--- config.mk ---
export PLATFORM = sky130hd
export DESIGN_NAME = indir_access_port
export DESIGN_NICKNAME = d
export VERILOG_FILES = /design/src/rtl/indir_pkg.sv /design/src/rtl/indir_decode.sv /design/src/rtl/indir_status.sv /design/src/rtl/indir_ctrl.sv /design/src/rtl/indir_access_port.sv
export SDC_FILE = /design/constraint.sdc
export NUM_CORES = 1
export LEC_CHECK = 0
export ABC_AREA = 0
export BUFFER_PORTS_ARGS = -buffer_cell sky130_fd_sc_hd__buf_4
export CORE_UTILIZATION = 51
export DETAILED_ROUTE_END_ITERATION = 10
export PLACE_DENSITY_LB_ADDON = 0.2
export SLEW_MARGIN = 0
export SYNTH_ARGS = -nofsm -noshare
export SYNTH_HDL_FRONTEND = slang
export SYNTH_SLANG_ARGS = --single-unit
--- constraint.sdc ---
create_clock -name clk -period 4.25 [get_ports clk]
set_clock_uncertainty 0.15 [all_clocks]
set_input_delay 1.0625 -clock clk [delete_from_list [all_inputs] [get_ports clk]]
set_output_delay 1.0625 -clock clk [all_outputs]
set_load 0.05 [all_outputs]
--- src/rtl/indir_pkg.sv ---
package indir_pkg;

    // Register indices (byte address / 8); software depends on these positions
    localparam int unsigned IDX_ADDR   = 0;
    localparam int unsigned IDX_DATA   = 1;
    localparam int unsigned IDX_STAT   = 2;
    localparam int unsigned IDX_AUXEN  = 3;
    localparam int unsigned IDX_AUXTMR = 4;

    typedef enum logic [2:0] {
        SEL_ADDR,
        SEL_DATA,
        SEL_STAT,
        SEL_AUXEN,
        SEL_AUXTMR,
        SEL_NONE
    } sel_e;

    typedef enum logic [1:0] {
        ST_IDLE,
        ST_FWD,
        ST_RESP
    } state_e;

endpackage

--- src/rtl/indir_decode.sv ---
module indir_decode
    import indir_pkg::*;
#(
    parameter int unsigned BAW = 6
) (
    input  logic [BAW-1:0] bus_addr,
    output sel_e           sel
);
    localparam int unsigned IW = BAW - 3;

    logic [IW-1:0] idx;

    // Low three bits select a byte inside the 64-bit word and are dropped
    assign idx = bus_addr[BAW-1:3];

    always_comb begin
        if      (int'(idx) == IDX_ADDR)   sel = SEL_ADDR;
        else if (int'(idx) == IDX_DATA)   sel = SEL_DATA;
        else if (int'(idx) == IDX_STAT)   sel = SEL_STAT;
        else if (int'(idx) == IDX_AUXEN)  sel = SEL_AUXEN;
        else if (int'(idx) == IDX_AUXTMR) sel = SEL_AUXTMR;
        else                              sel = SEL_NONE;
    end

endmodule

--- src/rtl/indir_status.sv ---
module indir_status #(
    parameter int unsigned SW = 8
) (
    input  logic          clk,
    input  logic          rst_n,
    input  logic [SW-1:0] clr_i,
    input  logic [SW-1:0] set_i,
    output logic [SW-1:0] q_o
);
    // Clear first, then set: a coincident set survives
    always_ff @(posedge clk or negedge rst_n) begin
        if (!rst_n) q_o <= '0;
        else        q_o <= (q_o & ~clr_i) | set_i;
    end

endmodule

--- src/rtl/indir_ctrl.sv ---
module indir_ctrl
    import indir_pkg::*;
#(
    parameter int unsigned DW  = 64,
    parameter int unsigned TAW = 12,
    parameter int unsigned SW  = 8
) (
    input  logic           clk,
    input  logic           rst_n,
    input  logic           bus_req,
    input  logic           bus_we,
    input  sel_e           sel,
    input  logic [DW-1:0]  bus_wdata,
    input  logic [SW-1:0]  status_q,
    output logic           bus_ack,
    output logic [DW-1:0]  bus_rdata,
    output logic           bus_err,
    output logic           tgt_req,
    output logic           tgt_we,
    output logic [TAW-1:0] tgt_addr,
    output logic [DW-1:0]  tgt_wdata,
    input  logic           tgt_ack,
    input  logic [DW-1:0]  tgt_rdata,
    output logic [SW-1:0]  stat_clr
);
    state_e         state_q, state_d;
    logic [TAW-1:0] addr_q;
    logic           we_q;
    logic [DW-1:0]  wdata_q;
    logic [DW-1:0]  rdata_q;
    logic           err_q;
    logic           accept;
    logic [DW-1:0]  local_rdata;

    assign accept = (state_q == ST_IDLE) && bus_req;

    // Next-state logic
    always_comb begin
        state_d = state_q;
        unique case (state_q)
            ST_IDLE: if (bus_req) state_d = (sel == SEL_DATA) ? ST_FWD : ST_RESP;
            ST_FWD:  if (tgt_ack) state_d = ST_RESP;
            ST_RESP: state_d = ST_IDLE;
            default: state_d = ST_IDLE;
        endcase
    end

    // State register
    always_ff @(posedge clk or negedge rst_n) begin
        if (!rst_n) state_q <= ST_IDLE;
        else        state_q <= state_d;
    end

    // Read value of the locally held registers
    always_comb begin
        local_rdata = '0;
        if (!bus_we) begin
            unique case (sel)
                SEL_ADDR: local_rdata = DW'(addr_q);
                SEL_STAT: local_rdata = DW'(status_q);
                default:  local_rdata = '0;
            endcase
        end
    end

    // Address register and response capture
    always_ff @(posedge clk or negedge rst_n) begin
        if (!rst_n) begin
            addr_q  <= '0;
            we_q    <= 1'b0;
            wdata_q <= '0;
            rdata_q <= '0;
            err_q   <= 1'b0;
        end else if (accept) begin
            we_q    <= bus_we;
            wdata_q <= bus_wdata;
            rdata_q <= local_rdata;
            err_q   <= bus_we && (sel == SEL_NONE);
            if (bus_we && (sel == SEL_ADDR)) addr_q <= bus_wdata[TAW-1:0];
        end else if ((state_q == ST_FWD) && tgt_ack) begin
            rdata_q <= we_q ? '0 : tgt_rdata;
            err_q   <= 1'b0;
        end
    end

    // Outputs
    always_comb begin
        bus_ack   = (state_q == ST_RESP);
        bus_rdata = bus_ack ? rdata_q : '0;
        bus_err   = bus_ack && err_q;
        tgt_req   = (state_q == ST_FWD);
        tgt_we    = we_q;
        tgt_addr  = addr_q;
        tgt_wdata = wdata_q;
        stat_clr  = (accept && bus_we && (sel == SEL_STAT)) ? bus_wdata[SW-1:0] : '0;
    end

endmodule

--- src/rtl/indir_access_port.sv ---
module indir_access_port
    import indir_pkg::*;
#(
    parameter int unsigned DW  = 64,
    parameter int unsigned BAW = 6,
    parameter int unsigned TAW = 12,
    parameter int unsigned SW  = 8
) (
    input  logic           clk,
    input  logic           rst_n,
    input  logic           bus_req,
    input  logic           bus_we,
    input  logic [BAW-1:0] bus_addr,
    input  logic [DW-1:0]  bus_wdata,
    output logic           bus_ack,
    output logic [DW-1:0]  bus_rdata,
    output logic           bus_err,
    output logic           tgt_req,
    output logic           tgt_we,
    output logic [TAW-1:0] tgt_addr,
    output logic [DW-1:0]  tgt_wdata,
    input  logic           tgt_ack,
    input  logic [DW-1:0]  tgt_rdata,
    input  logic [SW-1:0]  stat_set
);
    sel_e          sel;
    logic [SW-1:0] status_q;
    logic [SW-1:0] stat_clr;

    indir_decode #(.BAW(BAW)) u_decode (
        .bus_addr (bus_addr),
        .sel      (sel)
    );

    indir_status #(.SW(SW)) u_status (
        .clk   (clk),
        .rst_n (rst_n),
        .clr_i (stat_clr),
        .set_i (stat_set),
        .q_o   (status_q)
    );

    indir_ctrl #(.DW(DW), .TAW(TAW), .SW(SW)) u_ctrl (
        .clk       (clk),
        .rst_n     (rst_n),
        .bus_req   (bus_req),
        .bus_we    (bus_we),
        .sel       (sel),
        .bus_wdata (bus_wdata),
        .status_q  (status_q),
        .bus_ack   (bus_ack),
        .bus_rdata (bus_rdata),
        .bus_err   (bus_err),
        .tgt_req   (tgt_req),
        .tgt_we    (tgt_we),
        .tgt_addr  (tgt_addr),
        .tgt_wdata (tgt_wdata),
        .tgt_ack   (tgt_ack),
        .tgt_rdata (tgt_rdata),
        .stat_clr  (stat_clr)
    );

endmodule

* Word level (Yosys, flattened, before mapping)
Index checks and enable logic that the tools add are counted.
** Word-level totals
- Word-level logic and storage cells :: 52
- Output and inout port bits :: 144
- Flip-flop bits (word level) :: 152
** Cells by class
- Reduce and logical (&&, ||, !) cells :: 13
- Equality and inequality tests :: 11
- Bitwise operators :: 3
- Multiplexer cells :: 18
** Operators by type and width (number)
- $mux W64 :: 5
- $pmux W12 S2 :: 1
- $mux W3 :: 4
- $eq A3 B2 Y1 const B :: 3
- $and A8 B8 Y8 :: 1
- $mux W8 :: 1
- $not A8 Y8 :: 1
- $or A8 B8 Y8 :: 1
- $logic_and A1 B1 Y1 :: 7
- $eq A3 B1 Y1 const B :: 2
- $eq A3 B3 Y1 const B :: 2
- $logic_not A3 Y1 :: 2
- $mux W2 :: 3
- $pmux W2 S2 :: 1
- $reduce_and A2 Y1 :: 2
- $mux W1 :: 3
- $eq A2 B1 Y1 const B :: 1
- $eq A2 B2 Y1 const B :: 1
- $logic_not A2 Y1 :: 1
- $ne A2 B1 Y1 const B :: 1
- $ne A2 B2 Y1 const B :: 1
- $reduce_bool A2 Y1 :: 1

* Depth between registers and ports, before layout
Gate-level depths: netlist of run 1.
- Word-level depth :: 12
- Depth in mapped cells :: 6
- Depth with buffers taken out :: 3

* Modules after synthesis
A second synthesis of run 1 with hierarchy kept.
** Second synthesis, totals
- Cells, all modules :: 625
- Area total of the unflattened synthesis :: 6588.8 um^2
** Modules (own cells, without submodules)
- indir_ctrl :: times used 1, area each 6281.0 um^2, cells each 598, sequential area each 3603.5 um^2
- indir_status :: times used 1, area each 290.3 um^2, cells each 24, sequential area each 200.2 um^2
- indir_decode :: times used 1, area each 17.5 um^2, cells each 3, sequential area each 0.0 um^2

* Worst setup path after synthesis of run 1
No wires, ideal clock.
- Path type :: register to output
- Start :: reg u_ctrl.state_q[1]
- End :: out bus_rdata[54]
- Path slack :: 1.218 ns
- Cell stages (with the launch flop) :: 5
- Arrival time :: 1.819 ns
- Data required time :: 3.038 ns
- Path through :: dfrtp_1 inv_1 nor2_1 clkbuf_1 and2_1
** Between the ends
- Word-level cells in the longest chain between the ends :: 2
** Ends and longest elaborated chain
- start, declared :: line indir_ctrl.sv:26 : state_e state_q, state_d;
- start signal, assigned :: line indir_ctrl.sv:51 : else state_q <= state_d;
- $eq A2 B2 Y1 :: line indir_ctrl.sv:88 : bus_ack = (state_q == ST_RESP);
- via bus_ack :: line indir_access_port.sv:15 : output logic bus_ack,
- $mux W64 :: line indir_ctrl.sv:89 : bus_rdata = bus_ack ? rdata_q : '0;
- end, declared :: line indir_access_port.sv:16 : output logic [DW-1:0] bus_rdata,
The timed path passes the listed nets, and every way through them passes these cells.

* Worst setup path after layout of run 1
- Start :: reg u_ctrl.state_q[1]
- End :: out bus_rdata[63]
** Between the ends
- Word-level cells in the longest chain between the ends :: 2
** Ends and longest elaborated chain (line)
- $eq A2 B2 Y1 :: indir_ctrl.sv:88
- $mux W64 :: indir_ctrl.sv:89
No other way between the ends.

==> run summary, run 1 <==
The tool flagged a number of max-cap violations equal to 0. The required time at the endpoint of the critical path came out at 3040 ps. The part of the Yosys area used for sequential elements came out at 58.1%. The antenna diode count is 0. Synthesis produced 611 cells.

The count of H-tree levels built during CTS came out at 4. The number of hold violations in the final report is 0. The slowest cell on the critical path is sky130_fd_sc_hd__dfrtp_1. The post-layout instance count excluding filler cells came out at about 1100.

The count of flip-flops with a built-in enable after synthesis came out at 0. The largest net degree at the start of global routing is 88. The first-pass GRT wire length is 27300 microns. TritonCTS built the clock tree. Post-CTS repair changed the size of 0 cells.

The post-cts hold buffer count is 0. The congestion estimate from routability-driven global placement came to about 0.8. The number of warnings printed during yosys synthesis came out at 0. The largest voltage drop on the vdd net came out at ~0.37 mV. The signal on the critical path passes through inv_1 -> nor2_4 -> buf_4 -> and2_1 -> buf_4.

The maximum clock frequency came out at 272 MHz. The worst-path maximum fanout came out at 51. The total die area came out at 0.0133 sq mm. The placed wire-length estimate is 12400 microns. The number of global-route vias before repair is 5348. The synthesized netlist occupies a cell area of around 0.0066 sq mm. The average routed wire per standard cell came out at around 17 microns. After detailed routing, the number of remaining DRC violations is 0. The total via count in the routed design is around 5500. Synthesis inferred 152 register bits. The worst endpoint data arrival time came out at 2460 ps. The slew at the pin closest to its max-slew limit came out at between 1000 and 1500 ps. After routing, the total negative slack on setup checks comes to 0 ps. A synthesized cell averages 10.7 sq um.

After clock tree synthesis, the clock-pin slew on the worst setup and hold paths is ~60 ps. The I/O pin count came out at 291. The number of violations reported at the end of detailed-routing iteration 0 came out at 358.

The height of the die is between 100 and 150 microns. The via count normalized by instance count is 5.18. The CTS buffer count is 17. Grouping stages by cell kind, the critical path spends the most delay in buffers and inverters. After synthesis, the netlist uses 35 different library cells. The initial standard-cell utilization of the core came out at 52.1%. The total power density per cell area came out at 494 mW/mm^2. Of all flip-flops after synthesis, the portion carrying an async set or reset was 100%. The delay of the slowest cell on the worst path came out at 560 ps. Setup repair after global routing left no endpoint under its margin. The count of buffers added on input and output ports is between 200 and 300.

The flow ran to the end, and the final reports show no timing, DRC or antenna violations. Measured along the x axis, the die boundary spans 115 microns. The clock passes through at most 2 buffers. The capturing element type of the critical path is an output pin. The core outline area is between 0.01 and 0.015 sq mm. The number of nets handed over by synthesis was 758. The type of the worst setup path is reg2out. In the final layout, the share of cells above drive strength 1 is around 45%. The sum of routed wire length over all layers came out at about 18000 microns. The path class of the lowest-slack min-delay path is reg2reg. The final max-slew violation count is 0.

The number of iterations in the first detailed-routing pass came out at 5. Global routing finished with a remaining overflow of 0. For this run, the leading register cell type out of synthesis is sky130_fd_sc_hd__dfrtp_1. Setup violations remaining at the end of the flow were counted as 0. The clock root buffer is sky130_fd_sc_hd__clkbuf_16. Across every metal layer, demand over resource in global routing totals 26.9%. The number of setup buffers added after CTS came out at 0. The cell row count came out at 41. The number of buffers and inverters on the critical path is 3. The kind of launch point of the worst setup path is a flip-flop.

The worst-case headroom to the max-slew limit is 31.7%. The fraction of the cycle the final worst path needs is between 80 and 90%. The number of antenna violations at the first check in global routing was 0. The number of nets with antenna violations after detailed routing came out at 0. The source-to-sink clock delay at the later pin of the worst-skew pair came out at 420 ps. The area growth from synthesis to layout came out at 42.3%.

The total instance count after detailed placement came out at 1034. The clock period minus worst slack came out at 3680 ps. The clock drives 152 sinks.

The reported leakage power came out at 4.90 nW. The net count of the finished layout is about 1000. The most numerous cell type found on the critical path is sky130_fd_sc_hd__buf_4.
==> layout by cell type, fill, tap and decap left out, types with 2 or more instances in the layout <==
master	synthesis	layout
sky130_fd_sc_hd__buf_4	2	290
sky130_fd_sc_hd__nand2_1	196	196
sky130_fd_sc_hd__dfrtp_1	152	152
sky130_fd_sc_hd__and2_1	67	67
sky130_fd_sc_hd__a22o_2	50	50
sky130_fd_sc_hd__mux2_2	20	20
sky130_fd_sc_hd__clkbuf_16	0	17
sky130_fd_sc_hd__a31oi_1	12	12
sky130_fd_sc_hd__nand4_1	8	8
sky130_fd_sc_hd__a21o_1	8	8
sky130_fd_sc_hd__nand3_1	8	8
sky130_fd_sc_hd__nand3b_1	8	8
sky130_fd_sc_hd__a21oi_1	8	8
sky130_fd_sc_hd__clkbuf_8	0	6
sky130_fd_sc_hd__nand2b_1	4	4
sky130_fd_sc_hd__and3_1	4	4
sky130_fd_sc_hd__o32a_1	4	4
sky130_fd_sc_hd__clkbuf_1	9	3
sky130_fd_sc_hd__inv_1	2	2
sky130_fd_sc_hd__nor3b_4	2	2
sky130_fd_sc_hd__o2bb2ai_1	2	2
sky130_fd_sc_hd__a22o_1	2	2
sky130_fd_sc_hd__clkinv_2	0	2
sky130_fd_sc_hd__bufinv_16	0	2
==> power by group <==
| group | internal (mW) | total, mW | switching (mW) |
|---|---|---|---|
| registers | 1.63 | 1.75 | 0.117 |
| clock network | 0.958 | 1.53 | 0.569 |
| logic | 0.428 | 1.33 | 0.906 |
==> logic make-up after synthesis <==
| logic type | count (synthesis) | synth area share (%) |
|---|---|---|
| flops | 152 | 58.1 |
| buf+inv | 43 | 4.18 |
| mux | 21 | 3.67 |
| compound gates | 88 | 11.7 |
| simple gates | 307 | 22.4 |
==> worst paths after layout <==
check / start / to / slack [ps] / cells past startpoint
min: u_status.q_o[2]$_DFF_PN0_ / u_status.q_o[2]$_DFF_PN0_ / 320 / 1
min reg2reg: u_status.q_o[2]$_DFF_PN0_ / u_status.q_o[2]$_DFF_PN0_ / 320 / 1
max reg2reg: u_ctrl.state_q[1]$_DFFE_PN0P_ / u_ctrl.rdata_q[55]$_DFFE_PN0P_ / 1940 / 3
max in group asynchronous: rst_n / u_ctrl.tgt_wdata[61]$_DFFE_PN0P_ / 2540 / 2
min in group asynchronous: rst_n / u_ctrl.rdata_q[57]$_DFFE_PN0P_ / 470 / 1
max: u_ctrl.state_q[1]$_DFFE_PN0P_ / bus_rdata[63] / 570 / 5
==> stage by stage <==
step                setup slack, ps  util [%]  hold slack [ps]  area [sq um]  total power, mW
finish                          574      74.2              322          9320             4.61
global route                    410      74.2              350          9320             4.78
CTS                             535      74.2              325          9320             4.63
detailed placement              990      69.3              309          8710             3.10
global placement               1020      69.3              303          8710             3.07
floorplan                      1220         -              293          6550             2.61
==> cell type report <==
class,count,area (sq um)
fill,888,3250
clock inverter,6,86.3
clock buffer,26,519
tap,172,215
multi-input combinational,416,2480
inverter,2,7.51
sequential,152,3800
timing repair buffer,292,2210
==> state kept, by name (all words and copies together), names as in the netlist <==
name	count
u_ctrl.err_q	1
u_ctrl.state_q	2
u_ctrl.tgt_we	1
u_ctrl.tgt_addr	12
u_status.q_o	8
u_ctrl.rdata_q	64
u_ctrl.tgt_wdata	64
==> Yosys cell counts (2+ instances only) <==
| cell type | n | area, sq um |
|---|---|---|
| sky130_fd_sc_hd__a21o_1 | 8 | 60.1 |
| sky130_fd_sc_hd__a21oi_1 | 8 | 40.0 |
| sky130_fd_sc_hd__a22o_1 | 2 | 17.5 |
| sky130_fd_sc_hd__a22o_2 | 50 | 500 |
| sky130_fd_sc_hd__a31oi_1 | 12 | 75.1 |
| sky130_fd_sc_hd__and2_1 | 67 | 419 |
| sky130_fd_sc_hd__and3_1 | 4 | 25.0 |
| sky130_fd_sc_hd__buf_2 | 18 | 90.1 |
| sky130_fd_sc_hd__buf_4 | 2 | 15.0 |
| sky130_fd_sc_hd__buf_6 | 11 | 124 |
| sky130_fd_sc_hd__clkbuf_1 | 9 | 33.8 |
| sky130_fd_sc_hd__dfrtp_1 | 152 | 3800 |
| sky130_fd_sc_hd__inv_1 | 2 | 7.51 |
| sky130_fd_sc_hd__mux2_2 | 20 | 225 |
| sky130_fd_sc_hd__nand2_1 | 196 | 736 |
| sky130_fd_sc_hd__nand2b_1 | 4 | 25.0 |
| sky130_fd_sc_hd__nand3_1 | 8 | 40.0 |
| sky130_fd_sc_hd__nand3b_1 | 8 | 60.1 |
| sky130_fd_sc_hd__nand4_1 | 8 | 50.1 |
| sky130_fd_sc_hd__nor2_1 | 2 | 7.51 |
| sky130_fd_sc_hd__nor3b_4 | 2 | 37.5 |
| sky130_fd_sc_hd__o2bb2ai_1 | 2 | 17.5 |
| sky130_fd_sc_hd__o32a_1 | 4 | 40.0 |
==> per-layer routing <==
layer	track usage, %	wire length [microns]	part of all wire, %
met3	8.70	1450	8.1
met4	12.2	539	3.0
met2	45.0	8880	50
met5	0	0	0
met1	31.6	7030	39
Power figures use the tool's default switching activity.
==> inputs of run 2 (changes only) <==
CELL_PAD_IN_SITES_DETAIL_PLACEMENT = 0   (was not set)
CELL_PAD_IN_SITES_GLOBAL_PLACEMENT = 2   (was not set)
CORE_UTILIZATION = 30   (was 51)
==> run summary, run 2 (synthesized netlist as in run 1, its figures left out) <==
The run finished with clean final reports. Routability-driven placement finished with a final weighted congestion of 0.744. Max-cap violations in this run came to 0. For this design the ratio of total power to cell area is 491 mW/mm^2.

The number of violations reported at the end of detailed-routing iteration 0 came out at 182. Leaving out fill and tap cells, the most frequent cell in the layout is sky130_fd_sc_hd__buf_4. The post-layout instance count excluding filler cells came out at 1169. The antenna diode count is 0.

Using the TritonRoute via totals, the vias-per-cell ratio works out to 4.61. Pin placement for this block handled slightly below 300 I/O pins. Setup repair after global routing left no endpoint under its margin. For this block, the routed nets add up to just under 20000 microns of wire. The number of global-route vias before repair came out at 5623. Counting tap cells, the placed design contains a total of 1138 instances. The average routed wire per standard cell is approximately 17 microns. The worst register-to-register path begins at u_ctrl.state_q[1]$_DFFE_PN0P_. The remaining global-route overflow is 0.

The type of the worst setup path is reg2out. The number of iterations in the first detailed-routing pass is 4. Summing all non-filler instances in the final layout gives an area of 0.00946 sq mm. The die is 150 microns tall. The wire length on met3 is approximately 1500 microns. In this run the cell area measured after placement is 0.00885 sq mm. The worst-case headroom to the max-slew limit is 29.8%. The final count of negative-setup-slack endpoints came out at 0. The post-cts hold buffer count came out at 0.

The number of buffer cells added on primary ports is 287. The source-to-sink clock delay at the later pin of the worst-skew pair is between 400 and 500 ps. The net count reported at finish is between 1000 and 1500.

The worst endpoint data arrival time came out at 2440 ps. The residual DRC count is 0. The path class of the lowest-slack min-delay path is reg2reg.

The initial standard-cell utilization of the core came out at between 30% and 40%. TritonCTS built the clock tree. The number of hold violations in the final report is 0. The maximum clock frequency came out at 274 MHz. The H-tree was split into 4 levels. The number of resized instances in the post-cts repair step is 0. Buffers inserted during clock tree synthesis total 17. The largest net degree at the start of global routing came out at 86. The total die area came out at 0.0224 sq mm. Detailed placement finished with a half-perimeter wire length of 13600 microns.

The kind of launch point of the worst setup path is a flip-flop. The floorplan has 53 rows. The worst-path maximum fanout came out at 56. The number of antenna violations at the first check in global routing was 0. In this run the clock root is driven by a sky130_fd_sc_hd__clkbuf_16. The worst-case IR drop observed on VDD is roughly 0.29 mV.

The number of nets with antenna violations after detailed routing came out at 0. Signal routing reaches up to met4. The area growth from synthesis to layout is 44.4%. The final max-slew violation count is 0. The startpoint identified for the worst hold timing path is u_status.q_o[0]$_DFF_PN0_.

In this run the worst setup path begins at u_ctrl.state_q[1]$_DFFE_PN0P_. The smallest clock period supported by the final layout is computed as approximately 3700 ps. The reported leakage power came out at 4.90 nW. STA classifies the critical path endpoint as an output pin. For the pin with the worst max-slew slack, the measured transition is about 1000 ps. The fraction of the core area covered by cells at the end of the flow came out at 44.6%. Setup total negative slack on the finished layout was measured at 0 ps. For this block, wires on met1 add up to 8220 microns. Clock-pin slew was measured on the worst setup and hold paths at approximately 60 ps. The die width is 150 microns. The required time at the endpoint of the critical path came out at between 3000 and 4000 ps. The met2 routed wirelength came out at 9430 microns. Post-CTS timing repair inserted 0 buffers for setup. Of the cells placed in the final design, the portion with a size suffix greater than 1 is 45.1%.

The total via count in the routed design is about 5400. CTS saw 152 sinks. The fraction of the cycle the final worst path needs came out at 86.0%. The region available for standard cell placement spans approximately 0.021 sq mm. The largest buffer count on any clock path came out at 2. The first-pass GRT wire length came out at 29800 microns. The global routing usage summed across all routing layers came out at 17.4%.

In the layout the commonest cells are sky130_fd_sc_hd__buf_4 (291), sky130_fd_sc_hd__nand2_1 (196), sky130_fd_sc_hd__dfrtp_1 (152).
-- run 2: cell types whose count changed in the layout (fill, tap and decap cells not counted), sizes merged --
cell | previous run | this run
inv | 2 | 5
bufinv | 2 | 3
clkbuf | 26 | 18
clkinvlp | 1 | 4
buf | 292 | 293
-- run 2: power breakdown --
group	internal, mW	total (mW)	switching [mW]
clock	0.943	1.57	0.627
combinational	0.429	1.34	0.907
sequential	1.63	1.74	0.116
-- run 2: path summary, 6_finish.rpt --
path | to | slack [ps] | cells after the start
max in group asynchronous | u_ctrl.tgt_wdata[27]$_DFFE_PN0P_ | 2480 | 2
hold reg to reg | u_status.q_o[0]$_DFF_PN0_ | 320 | 1
setup / recovery | bus_rdata[4] | 600 | 5
setup reg to reg | u_ctrl.rdata_q[16]$_DFFE_PN0P_ | 1870 | 3
hold / removal | u_status.q_o[0]$_DFF_PN0_ | 320 | 1
min in group asynchronous | u_ctrl.rdata_q[56]$_DFFE_PN0P_ | 510 | 1
-- run 2: cell type report --
type / instances / area (sq um)
well taps: 275 / 344
clock inverters: 13 / 169
clock buffers: 18 / 439
multi-input cells: 416 / 2480
repair buffers: 293 / 2220
inverters: 2 / 7.51
flip-flops and latches: 152 / 3800
fillers: 2078 / 11800
-- run 2: through the flow --
stage / worst slack, ps / power [mW] / hold WS, ps
6_report: 596 / 4.65 / 323
5_1_grt: 390 / 4.87 / 336
4_1_cts: 512 / 4.72 / 324
3_5_place_dp: 975 / 3.12 / 309
3_3_place_gp: 1020 / 3.10 / 303
2_1_floorplan: 1220 / 2.61 / 293
-- run 2: critical path, cell delays in order, from the launching register on --
cell	delay, ps
sky130_fd_sc_hd__dfrtp_1	560
sky130_fd_sc_hd__inv_1	310
sky130_fd_sc_hd__nor2_4	290
sky130_fd_sc_hd__buf_4	430
sky130_fd_sc_hd__and2_1	210
sky130_fd_sc_hd__buf_4	200
-- run 2: layer usage --
layer	vias up	track usage, %
met5	-	0
met3	29	5.73
met1	2577	21.2
met2	183	28.6
li1	2595	-
met4	0	6.36
==> inputs of run 3 (changes only) <==
CTS_BUF_LIST = sky130_fd_sc_hd__clkbuf_16   (was not set)
MAX_ROUTING_LAYER = met4   (was not set)
==> run summary, run 3 (synthesized netlist as in run 1, its figures left out) <==
The run finished with clean final reports. The core outline area is between 0.02 and 0.025 sq mm. For this run, the total global-route usage over all layers was measured as between 10% and 20%.

The die width came out at around 150 microns. The first-pass GRT wire length came out at slightly below 30000 microns. The fraction of the cycle the final worst path needs is 85.8%.

The CTS tree is done. Among the stages of the critical path, the cell type that occurs most often is sky130_fd_sc_hd__buf_4. The weighted congestion at the end of routability-driven global placement is 0.754. The startpoint identified for the worst hold timing path is u_status.q_o[0]$_DFF_PN0_. Port buffering added between 200 and 300 buffers. The largest voltage drop on the vdd net is 0.288 mV. The largest buffer count on any clock path came out at 2. For the worst setup path, the data arrival time is around 2400 ps. The number of violations reported at the end of detailed-routing iteration 0 is 207. The largest net degree at the start of global routing came out at 86.

The setup total negative slack is 0 ps. The path class of the lowest-slack min-delay path is reg2reg. The leading cell type in the layout, fill and taps excluded is sky130_fd_sc_hd__buf_4. The number of setup buffers added after CTS came out at 0.

The antenna diode count came out at 0. The final max-slew violation count is 0. In this run the static leakage power is slightly below 5 nW. The kind of launch point of the worst setup path is a flip-flop.

Summed over all layers, the global routing overflow is 0. The required time at the endpoint of the critical path came out at 3040 ps. The area growth from synthesis to layout is 44.3%. The number of resized instances in the post-cts repair step is 0. The clock edge transition at the registers on the reported setup and hold paths is around 60 ps. The I/O pin count came out at 291.

The via count normalized by instance count is roughly 4.6. The number of global-route vias before repair came to 5622. For this configuration, the core starts out at a cell density of 30.9%.

The placed wire-length estimate is approximately 14000 microns. The number of hold violations in the final report was 0. The delay of the slowest cell on the worst path came out at ~570 ps. For this run, the top clock speed supported by timing is around 270 MHz.

The worst setup path is of the reg2out kind. For this run, design rule violations remaining after detail routing come to 0. The total via count in the routed design is 5393. The worst setup path is captured at an output pin. The slew at the pin closest to its max-slew limit came out at approximately 1100 ps. Hold is met by between 300 and 400 ps. The critical path contains buffers and inverters numbering 3 combined.

The total die area is about 0.022 sq mm. The cell row count is 53. The pre-antenna-repair detailed-routing pass consisted of 6 iterations. For the worst-skew pair, the clock arrives at the later sink with an insertion delay of 420 ps.

The CTS buffer count came out at 17. The final count of negative-setup-slack endpoints came out at 0. The worst pin sits at a relative slew slack of ~30%. The clock period minus worst slack is 3650 ps.

The signal on the critical path passes through inv_1 -> nor2_4 -> buf_4 -> and2_1 -> buf_4. The post-route netlist has 45.0% of its cells at a drive strength greater than 1. The kind of cell with the highest combined delay along the critical path is buffers and inverters. Wires add up to just under 20000 microns. Counting the fill cells in the layout gives 2080.

In this run the vertical extent of the chip is 150 microns. The tree is rooted in a sky130_fd_sc_hd__clkbuf_16. The count of H-tree levels built during CTS is 4.

The number of nets with antenna violations after detailed routing came out at 0. Setup repair after global routing left no endpoint under its margin. The number of antenna violations at the first check in global routing came to 0. For this design the ratio of total power to cell area is 490 mW/mm^2. The number of clock sinks came out at approximately 150. The post-cts hold buffer count is 0. The startpoint identified for the worst register-to-register timing path is u_ctrl.state_q[1]$_DFFE_PN0P_. After detailed routing, the average wire length per cell comes to about 17 microns. The slowest cell on the critical path is sky130_fd_sc_hd__dfrtp_1.

The beginning of the critical path is u_ctrl.state_q[1]$_DFFE_PN0P_. The library cells used most frequently in the layout, excluding fill and tap cells, are sky130_fd_sc_hd__buf_4 (291), sky130_fd_sc_hd__nand2_1 (196), sky130_fd_sc_hd__dfrtp_1 (152). The net count reported at finish is 1029.

The max-capacitance violation count is 0. Of all nets on the critical path, the largest fanout is 56.
## run 3: power breakdown
| group | leakage [nW] | switching [mW] | total [mW] | internal, mW |
|---|---|---|---|---|
| Clock | 0.280 | 0.622 | 1.55 | 0.924 |
| Combinational | 2.69 | 0.907 | 1.34 | 0.429 |
| Sequential | 1.92 | 0.116 | 1.74 | 1.63 |
| Total | 4.89 | 1.65 | 4.63 | 2.98 |
## run 3: per-stage QoR
| step | setup slack [ps] | utilization [%] | power [mW] | area (sq um) | cells |
|---|---|---|---|---|---|
| after floorplan | 1220 | - | 2.61 | 6550 | 611 |
| after global placement | 1020 | 41.7 | 3.10 | 8850 | 1138 |
| after detailed placement | 975 | 41.7 | 3.12 | 8850 | 1138 |
| after CTS | 512 | 44.5 | 4.70 | 9450 | 1169 |
| after global routing | 388 | 44.5 | 4.85 | 9450 | 1169 |
| final | 602 | 44.5 | 4.63 | 9450 | 1169 |
## run 3: final cells by class
| type | count | area (sq um) | share of cell area, % |
|---|---|---|---|
| multi-input combinational | 416 | 2480 | 26.2 |
| timing repair buffer | 293 | 2220 | 23.5 |
| tap | 275 | 344 | 3.64 |
| inverter | 2 | 7.51 | 0.0794 |
| clock buffer | 17 | 425 | 4.50 |
| clock inverter | 14 | 173 | 1.83 |
| sequential | 152 | 3800 | 40.3 |
## run 3: metal layers
layer  share of wire (%)  wire, microns  track usage (%)
met5                   0              0                -
met4                 1.8            359             6.36
met3                 6.4           1240             4.70
met1                  43           8450             22.0
met2                  48           9390             28.4
## run 3: path summary, 6_finish.rpt
kind | to | slack [ps] | cells after the start
setup reg to reg | u_ctrl.rdata_q[16]$_DFFE_PN0P_ | 1870 | 3
min in group asynchronous | u_ctrl.rdata_q[56]$_DFFE_PN0P_ | 510 | 1
hold reg to reg | u_status.q_o[0]$_DFF_PN0_ | 320 | 1
hold / removal | u_status.q_o[0]$_DFF_PN0_ | 320 | 1
setup / recovery | bus_rdata[4] | 600 | 5
max in group asynchronous | u_ctrl.tgt_wdata[56]$_DFFE_PN0P_ | 2480 | 2
